$ cat config.mk
export PLATFORM = sky130hd
export DESIGN_NAME = sdram_act_guard
export DESIGN_NICKNAME = d
export VERILOG_FILES = /design/src/rtl/sag_pkg.sv /design/src/rtl/sag_age_ctr.sv /design/src/rtl/sag_banks.sv /design/src/rtl/sdram_act_guard.sv
export SDC_FILE = /design/constraint.sdc
export NUM_CORES = 1
export LEC_CHECK = 0
export ABC_AREA = 1
export ABC_CLOCK_PERIOD_IN_PS = 2300
export BUFFER_PORTS_ARGS = -buffer_cell sky130_fd_sc_hd__buf_2
export CAP_MARGIN = 30
export CORE_MARGIN = 1
export CORE_UTILIZATION = 54
export DETAILED_ROUTE_END_ITERATION = 8
export PLACE_DENSITY_LB_ADDON = 0.3
export RECOVER_POWER = 25
export SETUP_SLACK_MARGIN = 0.02
export SLEW_MARGIN = 40
export SYNTH_ARGS = -nofsm -noshare
export SYNTH_HDL_FRONTEND = slang
export SYNTH_HIERARCHICAL = 1
export SYNTH_SLANG_ARGS = --single-unit
$ cat constraint.sdc
create_clock -name clk -period 2.3 [get_ports clk]
set_clock_uncertainty 0.15 [all_clocks]
set_input_delay 0.23 -clock clk [delete_from_list [all_inputs] [get_ports clk]]
set_output_delay 0.23 -clock clk [all_outputs]
set_load 0.005 [all_outputs]
$ cat src/rtl/sag_pkg.sv
package sag_pkg;
  localparam logic [3:0] CMD_ACT = 4'b0011;
  localparam logic [3:0] CMD_RD  = 4'b0101;
  localparam logic [3:0] CMD_WR  = 4'b0100;
  localparam logic [3:0] CMD_PRE = 4'b0010;
  localparam logic [3:0] CMD_NOP = 4'b0111;

  // limit in ps to cycles, rounded up
  function automatic int unsigned ps_to_cyc(input int unsigned lim_ps, input int unsigned tck_ps);
    return (lim_ps + tck_ps - 1) / tck_ps;
  endfunction

  function automatic int unsigned max3(input int unsigned a, input int unsigned b, input int unsigned c);
    int unsigned m;
    m = (a > b) ? a : b;
    return (m > c) ? m : c;
  endfunction
endpackage

$ cat src/rtl/sag_age_ctr.sv
module sag_age_ctr #(
  parameter int unsigned CW   = 4,
  parameter int unsigned CMAX = 9
) (
  input  logic          clk,
  input  logic          rst_n,
  input  logic          load,
  output logic [CW-1:0] age
);
  localparam logic [CW-1:0] SAT = CW'(CMAX);

  always_ff @(posedge clk) begin
    if (!rst_n)          age <= SAT;
    else if (load)       age <= CW'(1);
    else if (age < SAT)  age <= age + CW'(1);
  end

  a_r11_saturated_bound: assert property (@(posedge clk) disable iff (!rst_n)
    age <= SAT);
  a_r6_age_monotone: assert property (@(posedge clk) disable iff (!rst_n)
    !load |=> age >= $past(age));
endmodule

$ cat src/rtl/sag_banks.sv
module sag_banks #(
  parameter int unsigned NB   = 4,
  parameter int unsigned CW   = 4,
  parameter int unsigned CMAX = 9
) (
  input  logic                   clk,
  input  logic                   rst_n,
  input  logic [NB-1:0]          act_oh,
  input  logic [NB-1:0]          pre_oh,
  output logic [NB-1:0]          bank_open,
  output logic [NB-1:0][CW-1:0]  bank_age
);
  for (genvar b = 0; b < NB; b++) begin : g_bank
    sag_age_ctr #(.CW(CW), .CMAX(CMAX)) u_age (
      .clk  (clk),
      .rst_n(rst_n),
      .load (act_oh[b]),
      .age  (bank_age[b])
    );

    always_ff @(posedge clk) begin
      if (!rst_n)         bank_open[b] <= 1'b0;
      else if (act_oh[b]) bank_open[b] <= 1'b1;
      else if (pre_oh[b]) bank_open[b] <= 1'b0;
    end

    a_r5_act_on_closed: assert property (@(posedge clk) disable iff (!rst_n)
      act_oh[b] |-> !bank_open[b]);
    a_r5_act_opens: assert property (@(posedge clk) disable iff (!rst_n)
      act_oh[b] |=> (bank_open[b] && bank_age[b] == CW'(1)));
    a_r8_pre_closes: assert property (@(posedge clk) disable iff (!rst_n)
      (pre_oh[b] && !act_oh[b]) |=> !bank_open[b]);
  end

  a_r2_one_act: assert property (@(posedge clk) disable iff (!rst_n)
    $onehot0(act_oh));
endmodule

$ cat src/rtl/sdram_act_guard.sv
module sdram_act_guard
  import sag_pkg::*;
#(
  parameter int unsigned TCK_PS   = 7000,
  parameter int unsigned TRCD_PS  = 15000,
  parameter int unsigned TRC_PS   = 60000,
  parameter int unsigned TRRD_PS  = 14000,
  parameter int unsigned BAW      = 2,
  parameter int unsigned AW       = 13,
  parameter int unsigned PALL_BIT = 10
) (
  input  logic          clk,
  input  logic          rst_n,
  input  logic          req_valid,
  input  logic [3:0]    req_cmd,
  input  logic [BAW-1:0] req_ba,
  input  logic [AW-1:0] req_addr,
  output logic          req_ready,
  output logic          sd_cs_n,
  output logic          sd_ras_n,
  output logic          sd_cas_n,
  output logic          sd_we_n,
  output logic [BAW-1:0] sd_ba,
  output logic [AW-1:0] sd_addr
);
  localparam int unsigned NB     = 1 << BAW;
  localparam int unsigned TRCD_C = ps_to_cyc(TRCD_PS, TCK_PS);
  localparam int unsigned TRC_C  = ps_to_cyc(TRC_PS, TCK_PS);
  localparam int unsigned TRRD_C = ps_to_cyc(TRRD_PS, TCK_PS);
  localparam int unsigned CMAX   = max3(TRCD_C, TRC_C, TRRD_C);
  localparam int unsigned CW     = $clog2(CMAX + 1);
  localparam logic [CW-1:0] TRCD_W = CW'(TRCD_C);
  localparam logic [CW-1:0] TRC_W  = CW'(TRC_C);
  localparam logic [CW-1:0] TRRD_W = CW'(TRRD_C);

  logic [NB-1:0]         bank_open;
  logic [NB-1:0][CW-1:0] bank_age;
  logic [CW-1:0]         any_age;
  logic [NB-1:0]         act_oh, pre_oh;
  logic is_act, is_col, is_pre, legal, fire, sel_open;
  logic [CW-1:0] sel_age;

  assign is_act   = (req_cmd == CMD_ACT);
  assign is_col   = (req_cmd == CMD_RD) || (req_cmd == CMD_WR);
  assign is_pre   = (req_cmd == CMD_PRE);
  assign sel_open = bank_open[req_ba];
  assign sel_age  = bank_age[req_ba];

  always_comb begin
    if (is_act)      legal = !sel_open && (sel_age >= TRC_W) && (any_age >= TRRD_W);
    else if (is_col) legal = sel_open && (sel_age >= TRCD_W);
    else             legal = 1'b1;
  end

  assign req_ready = legal;
  assign fire      = req_valid && legal;

  always_comb begin
    act_oh = '0;
    pre_oh = '0;
    if (fire && is_act) act_oh[req_ba] = 1'b1;
    if (fire && is_pre) begin
      if (req_addr[PALL_BIT]) pre_oh = '1;
      else                    pre_oh[req_ba] = 1'b1;
    end
  end

  sag_banks #(.NB(NB), .CW(CW), .CMAX(CMAX)) u_banks (
    .clk      (clk),
    .rst_n    (rst_n),
    .act_oh   (act_oh),
    .pre_oh   (pre_oh),
    .bank_open(bank_open),
    .bank_age (bank_age)
  );

  sag_age_ctr #(.CW(CW), .CMAX(CMAX)) u_any_age (
    .clk  (clk),
    .rst_n(rst_n),
    .load (fire && is_act),
    .age  (any_age)
  );

  always_comb begin
    if (fire) begin
      {sd_cs_n, sd_ras_n, sd_cas_n, sd_we_n} = req_cmd;
      sd_ba   = req_ba;
      sd_addr = req_addr;
    end else begin
      {sd_cs_n, sd_ras_n, sd_cas_n, sd_we_n} = CMD_NOP;
      sd_ba   = '0;
      sd_addr = '0;
    end
  end

  a_r9_stall_is_nop: assert property (@(posedge clk) disable iff (!rst_n)
    !(req_valid && req_ready) |-> ({sd_cs_n, sd_ras_n, sd_cas_n, sd_we_n} == CMD_NOP && sd_addr == '0));
  a_r7_any_age_reload: assert property (@(posedge clk) disable iff (!rst_n)
    (fire && is_act) |=> any_age == CW'(1));
  a_r3_col_needs_open: assert property (@(posedge clk) disable iff (!rst_n)
    (fire && is_col) |-> bank_open[req_ba]);
  a_r10_other_keeps_state: assert property (@(posedge clk) disable iff (!rst_n)
    (!is_act && !is_pre) |=> $stable(bank_open));
endmodule

Word level (Yosys, flattened, before mapping)
Index checks and enable logic that the tools add are counted.
{"block": "totals", "reg_bits": 24, "out_inout_bits": 20, "elab_cells": 92}
{"block": "classes", "add_sub_neg": 5, "n_lt_le_gt_ge": 10, "eq_ne": 4, "mux": 35, "bitwise": 1, "reduce_logical": 23}
{"operator": "4-bit two-way mux", "n": 14}
{"operator": "4-bit by 1-bit adder with 4-bit output, second input constant", "n": 5}
{"operator": "4-bit < comparator, second input constant", "n": 5}
{"operator": "2-bit nonzero test", "n": 9}
{"operator": "1-bit two-way mux", "n": 16}
{"operator": "13-bit two-way mux", "n": 1}
{"operator": "2-bit OR reduction", "n": 5}
{"operator": "4-bit binary-select mux with 2-bit select", "n": 1}
{"operator": "4-bit by 2-bit equality test with 1-bit output, second input constant", "n": 2}
{"operator": "4-bit by 3-bit equality test with 1-bit output, second input constant", "n": 2}
{"operator": "4-bit by 2-bit >= comparator with 1-bit output, second input constant", "n": 2}
{"operator": "1-bit logical AND", "n": 7}
{"operator": "4-bit >= comparator, second input constant", "n": 1}
{"operator": "2-bit by 3-bit < comparator with 1-bit output, second input constant", "n": 1}
{"operator": "1-bit binary-select mux with 2-bit select", "n": 1}
{"operator": "1-bit demux with 2-bit select", "n": 1}
{"operator": "2-bit by 1-bit >= comparator with 1-bit output, second input constant", "n": 1}
{"operator": "2-bit two-way mux", "n": 1}
{"operator": "1-bit zero test", "n": 1}
{"operator": "1-bit logical OR", "n": 1}
{"operator": "1-bit inverter", "n": 1}

Depth between registers and ports, before layout
{"block": "depth", "ltp_word": 11, "depth_mapped": 17}

Hierarchy
The synthesis kept the hierarchy.
{"mod": "sag_age_ctr", "n_inst": 5, "cells_per_inst": 30, "area_per_inst_um2": 215.2, "seq_area_each_um2": 80.1}
{"mod": "sdram_act_guard", "n_inst": 1, "cells_per_inst": 125, "area_per_inst_um2": 568.0, "seq_area_each_um2": 0.0}
{"mod": "sag_banks", "n_inst": 1, "cells_per_inst": 21, "area_per_inst_um2": 148.9, "seq_area_each_um2": 80.1}

Least setup slack after synthesis
OpenSTA, ideal clock, no wires.
{"block": "synth_path", "kind": "input-to-reg", "startpoint": "input req_ba[1]", "endpoint": "register u_banks.g_bank[0].u_age.age[1]", "arrival_ns": 1.593, "t_required_ns": 2.040, "slack_ns": 0.447, "path_stages": 15, "path_cell_list": "buf_6 inv_4 nand2_1 inv_2 nand2_1 nand2_1 nor2_2 nand3_1 or2_4 nand2_4 nand3_1 nor2_1 nor2_2 nand2_1 nor2_2"}
{"block": "synth_via", "elab_chain_cells": 10}
{"element": "start, declared", "line_no": "sdram_act_guard.sv:16", "source": "input logic [BAW-1:0] req_ba,"}
{"element": "4-bit binary-select mux with 2-bit select / 1-bit binary-select mux with 2-bit select (equally long branches)", "line_no": "sdram_act_guard.sv:47, sdram_act_guard.sv:46"}
{"element": "4-bit two-way mux (not written as such) / 1-bit two-way mux (equally long branches)", "line_no": "sdram_act_guard.sv:47, sdram_act_guard.sv:46"}
{"element": "4-bit by 2-bit >= comparator with 1-bit output (tied with other cells)", "line_no": "sdram_act_guard.sv:51", "source": "else if (is_col) legal = sel_open && (sel_age >= TRCD_W);"}
{"element": "1-bit logical AND (on tied branches)", "line_no": "sdram_act_guard.sv:51, sdram_act_guard.sv:50"}
{"element": "1-bit two-way mux / 1-bit logical AND (equally long branches)", "line_no": "sdram_act_guard.sv:51, sdram_act_guard.sv:50"}
{"element": "1-bit two-way mux (*)", "line_no": "sdram_act_guard.sv:50", "source": "if (is_act) legal = !sel_open && (sel_age >= TRC_W) && (any_age >= TRRD_W);"}
{"element": "net req_ready", "line_no": "sdram_act_guard.sv:18", "source": "output logic req_ready,"}
{"element": "1-bit logical AND (*)", "line_no": "sdram_act_guard.sv:56", "source": "assign fire = req_valid && legal;"}
{"element": "1-bit logical AND (*)", "line_no": "sdram_act_guard.sv:61", "source": "if (fire && is_act) act_oh[req_ba] = 1'b1;"}
{"element": "4-bit two-way mux (*)", "line_no": "sdram_act_guard.sv:61"}
{"element": "net act_oh[0]", "line_no": "sdram_act_guard.sv:39", "source": "logic [NB-1:0] act_oh, pre_oh;"}
{"element": "2-bit OR reduction (no line) (*)"}
{"element": "end signal, assigned", "line_no": "sag_age_ctr.sv:15", "source": "else if (age < SAT) age <= age + CW'(1);"}
{"element": "end, declared", "line_no": "sag_age_ctr.sv:8", "source": "output logic [CW-1:0] age"}
The timed path passes the listed nets; every way through them passes the cells marked *. The select of a mux whose other input is x is not followed.
A chain may end at the register's enable or synchronous reset.

Worst setup path after layout
{"block": "layout_path", "startpoint": "register u_banks.g_bank[1].u_age.age[3]", "endpoint": "output sd_addr[4]"}
{"block": "layout_via", "elab_chain_cells": 8}
{"element": "start, declared", "line_no": "sag_age_ctr.sv:8"}
{"element": "start signal, assigned", "line_no": "sag_age_ctr.sv:15"}
{"element": "4-bit binary-select mux with 2-bit select (*)", "line_no": "sdram_act_guard.sv:47", "source": "assign sel_age = bank_age[req_ba];"}
{"element": "4-bit two-way mux (not written as such) (*)", "line_no": "sdram_act_guard.sv:47"}
{"element": "4-bit by 2-bit >= comparator with 1-bit output / 4-bit >= comparator (equally long branches)", "line_no": "sdram_act_guard.sv:51, sdram_act_guard.sv:50"}
{"element": "1-bit logical AND (on tied branches)", "line_no": "sdram_act_guard.sv:51, sdram_act_guard.sv:50"}
{"element": "1-bit two-way mux / 1-bit logical AND (equally long branches)", "line_no": "sdram_act_guard.sv:51, sdram_act_guard.sv:50"}
{"element": "1-bit two-way mux (*)", "line_no": "sdram_act_guard.sv:50"}
{"element": "1-bit logical AND (*)", "line_no": "sdram_act_guard.sv:56"}
{"element": "13-bit two-way mux (*)", "line_no": "sdram_act_guard.sv:85", "source": "if (fire) begin"}
{"element": "end, declared", "line_no": "sdram_act_guard.sv:24", "source": "output logic [AW-1:0] sd_addr"}
Mark *: on every way between the ends. The rest lies on a longest branch, timed or not. The select of a mux whose other input is x is not followed.

==> flow_results.org <==
** Clock network
- CTS tree :: yes
- Clock edge transition at the registers on the reported setup and hold paths :: 0.13 ns
- Number of buffers added by the clock tree synthesis step :: 3
- Cell chosen for the clock root :: clkbuf_4
- At the later pin of the worst-skew pair, clock insertion delay measures 0.31 ns.
- The tree built by TritonCTS fans out to 24 sinks.
- No sink is reached through more buffers than the 2 on the longest clock path.
- In this run the number of H-tree levels came out at 1.

** Timing
- Setup_tns :: 0 ns
- The number of failing hold endpoints at the final stage was 0.
- Upper clock frequency limit :: ~470 MHz
- Final critical-path required period :: approximately 2.1 ns
- Transition time at the pin with the least slew margin :: approximately 0.28 ns
- Slew HR :: between 80% and 90%
- The max-slew violation count was 0.
- RSZ-0062 raised after global routing :: false
- The final critical path takes up a little over 90% of the cycle.
- Setup violations remaining at the end of the flow were counted as 0.

** Logic synthesis
- Count of unique library cells instantiated by Yosys :: 20
- Warnings from Yosys :: 6
- The biggest area contributor in the post-synthesis netlist is dfxtp_1.
- Synthesis inferred 24 register bits.
- Share of Yosys cell area claimed by the top area cell type :: between 20% and 30%
- Sorting the synthesized cells by area gives the leading types as dfxtp_1, nand2_1, inv_1.
- Mean cell area of the mapped netlist :: approximately 6.1 µm²
- After synthesis, flip-flops and latches occupy 26.8% of the total area.
- Post-Syn Instances :: 296
- Synthesis produced a netlist with a net count of between 300 and 400.
- The mapped netlist covers 1790 µm².

** Routing
- DR WL/cell :: about 10 µm
- Avg Vias per Cell :: ~4.7
- First-pass detailed-route iteration total :: 4
- Iteration-0 DRC Markers :: 78
- Wires add up to between 3000 and 4000 µm.
- The routed layout has between 1.5k and 2k vias.
- In this run the remaining antenna-violating nets after routing total 0.
- DRC errors left :: 0

** Power and ir drop
- The share of total power dissipated in the clock network is approximately a fifth.
- Switching power of the nets :: about 0.32 mW
- Switching portion of total power :: between 30% and 40%
- IR analysis of the VDD net gives a maximum drop of between 0.2 and 0.25 mV.
- P per Cell Area :: approximately 440 nW/µm²
- The share of total power dissipated in sequential elements is 49.9%.
- Int Power :: 0.625 mW
- Proportion of power drawn by combinational gates :: a little under a third
- Leakage power :: around 1.2 nW

** Worst setup path
- Worst Setup SP :: u_banks/g_bank[1].u_age/age[3]$_SDFFE_PN1P_
- In this run the critical register-to-register path is launched from u_banks/g_bank[1].u_age/age[3]$_SDFFE_PN1P_.
- CP Data Required Time :: ~1.9 ns
- Worst r2r dst :: u_banks/g_bank[1].u_age/age[2]$_SDFFE_PP0N_
- Setup crit end kind :: primary output
- The critical path is of the reg2out type.
- The number of cells on the worst reg-to-reg path is 12.
- Arrival @ worst endpoint :: between 1.5 and 2 ns
- In this run the register-to-register setup slack is around 0.23 ns.
- Along the worst path, the maximum fanout reaches 8.
- STA classifies the critical path startpoint as a register.

** Layout
- The number of antenna diodes in the final layout is 0.
- Synthesis-to-layout area growth :: 19.5%
- Number of nets in the layout :: between 300 and 400
- For this run, the share of the core covered by cells in the final layout is approximately 69%.
- Final standard cell area without fillers :: approximately 2100 µm²
- In the final layout, the share of cells above drive strength 1 is about a third.

** Placed design
- Summing all placed instances gives a cell area of about 2000 µm².
- HPWL after detailed placement :: roughly 2900 µm
- Number of buffers inserted by port buffering :: 41
- At the end of routability-driven placement, the weighted congestion stood at 0.836.

** Floorplanning
- Die area :: about 3600 µm²
- The initialized floorplan defines 20 standard-cell rows.
- Ports placed on the boundary :: 42
- The die is around 60 µm tall.
- The floorplan step defined a core boundary enclosing 3100 µm².
- Die Width :: around 60 µm
- Starting density of the core :: 57.8%

** GRT
- The initial antenna violation count was 0.
- The number of global-route vias before repair is between 1k and 1.5k.
- For this run the aggregate overflow at the end of global routing stands at 0.
- Global routing used between 20% and 30% of the available tracks across all layers.
- Entering global routing, the biggest net connects 18 pins.
- Global-route wire length before repair :: 5710 µm

** Run status
- The flow ran to the end, and the final reports show no timing, DRC or antenna violations.

** Worst hold path
- Number of instances on the worst hold path :: 2
- Worst min-delay path category :: in2reg
- In this run the most critical hold path is launched from rst_n.
- The worst hold path terminates at u_banks/g_bank[2].u_age/age[3]$_SDFFE_PN1P_.

** Job
- Max-capacitance violation count :: 0
-- cell usage after synthesis (all sizes together) --
cell type	count
buf	4
dfxtp	24
nand4	1
nor4	1
or2	1
nor2	44
o21ai	5
nand3	25
ha	10
inv	69
nand2	98
nor3	3
a21oi	11
-- power by group through the flow --
stage          combinational (mW)  sequential [mW]  clock (mW)
2_1_floorplan               0.208            0.473           0
3_3_place_gp                0.267            0.482           0
3_5_place_dp                0.273            0.481           0
4_1_cts                     0.274            0.472       0.189
5_1_grt                     0.335            0.478       0.205
6_report                    0.292            0.473       0.183
-- placed cells by master, fill, tap and decap left out --
cell type  instances
buf_2             41
inv_4              1
nand2_2           12
dfxtp_1            7
nand3_2            1
nor4_1             1
dfxtp_2           12
o21ai_1            3
ha_1              10
clkbuf_4           3
a21oi_1           11
inv_1             55
nand2_4            1
o21ai_0            2
nand2_8            3
or2_4              1
dfxtp_4            5
nand4_1            1
buf_4              4
nor3_1             3
nand2_1           84
nor2_2            22
nand3_1           24
inv_2             13
nor2_1            22
-- cell families after synthesis --
kind of cell    count (synthesis)  synth area share [%]
simple gates                  173                  44.9
buf+inv                        73                  16.9
flops                          24                  26.8
compound gates                 16                  4.47
fa+ha+maj                      10                  6.98
-- worst max path at each step --
stage / endpoint / slack (ns) / depth (start not counted)
5_1_grt: sd_addr[4] / 0.01 / 13
3_5_place_dp: u_banks/g_bank[1].u_age/age[2]$_SDFFE_PP0N_ / 0.05 / 15
2_1_floorplan: u_banks/g_bank[0].u_age/age[1]$_SDFFE_PP0N_ / 0.45 / 15
6_report: sd_addr[4] / 0.18 / 10
3_3_place_gp: u_banks/g_bank[1].u_age/age[1]$_SDFFE_PP0N_ / 0.13 / 15
4_1_cts: sd_we_n / 0.05 / 11
-- metrics by stage --
step / hold slack [ns] / instances / power, mW / setup slack (ns)
after floorplan: 0.160 / 296 / 0.681 / 0.447
after global placement: 0.304 / 379 / 0.749 / 0.130
after detailed placement: 0.304 / 379 / 0.754 / 0.0532
after CTS: 0.0433 / 382 / 0.935 / 0.0508
after global routing: 0.0391 / 386 / 1.02 / 0.0134
final: 0.0474 / 386 / 0.948 / 0.182
-- worst max-delay path: stages (launching register included) --
cell     delay (ns)
dfxtp_2        0.39
nand2_1        0.06
nand2_1        0.07
nand2_1        0.05
nand2_1        0.07
nand3_1        0.08
or2_4          0.28
nand2_8        0.12
nand2_8        0.09
nor2_2         0.10
buf_2          0.13
-- layer usage --
metal	global-route usage (%)	part of all wire [%]	vias to the layer above
li1	-	-	981
met1	25.7	46	772
met2	37.2	48	47
met3	4.15	5.0	4
met4	6.98	0.89	0
met5	0	0	-
-- cell type report --
cell class	instances	area, µm²
timing repair buffer	45	235
tap	44	55.1
inverter	69	262
multi-input combinational	201	1050
sequential	24	514
clock buffer	3	22.5
fill	287	961
-- flip-flops by register name, summed over array words and instances, names as in the netlist --
register,flops
u_banks/g_bank.u_age/age,16
u_banks/bank_open,4
u_any_age/age,4
-- timing repair --
item | in CTS | in global routing
endpoints found under the setup margin | 0 | 19
resized for setup | 0 | 28
buffers inserted | 0 | 2
endpoints found under the hold margin | 0 | 0
hold buffers | 0 | 0
No activity file was read; power rests on OpenSTA's default activity.
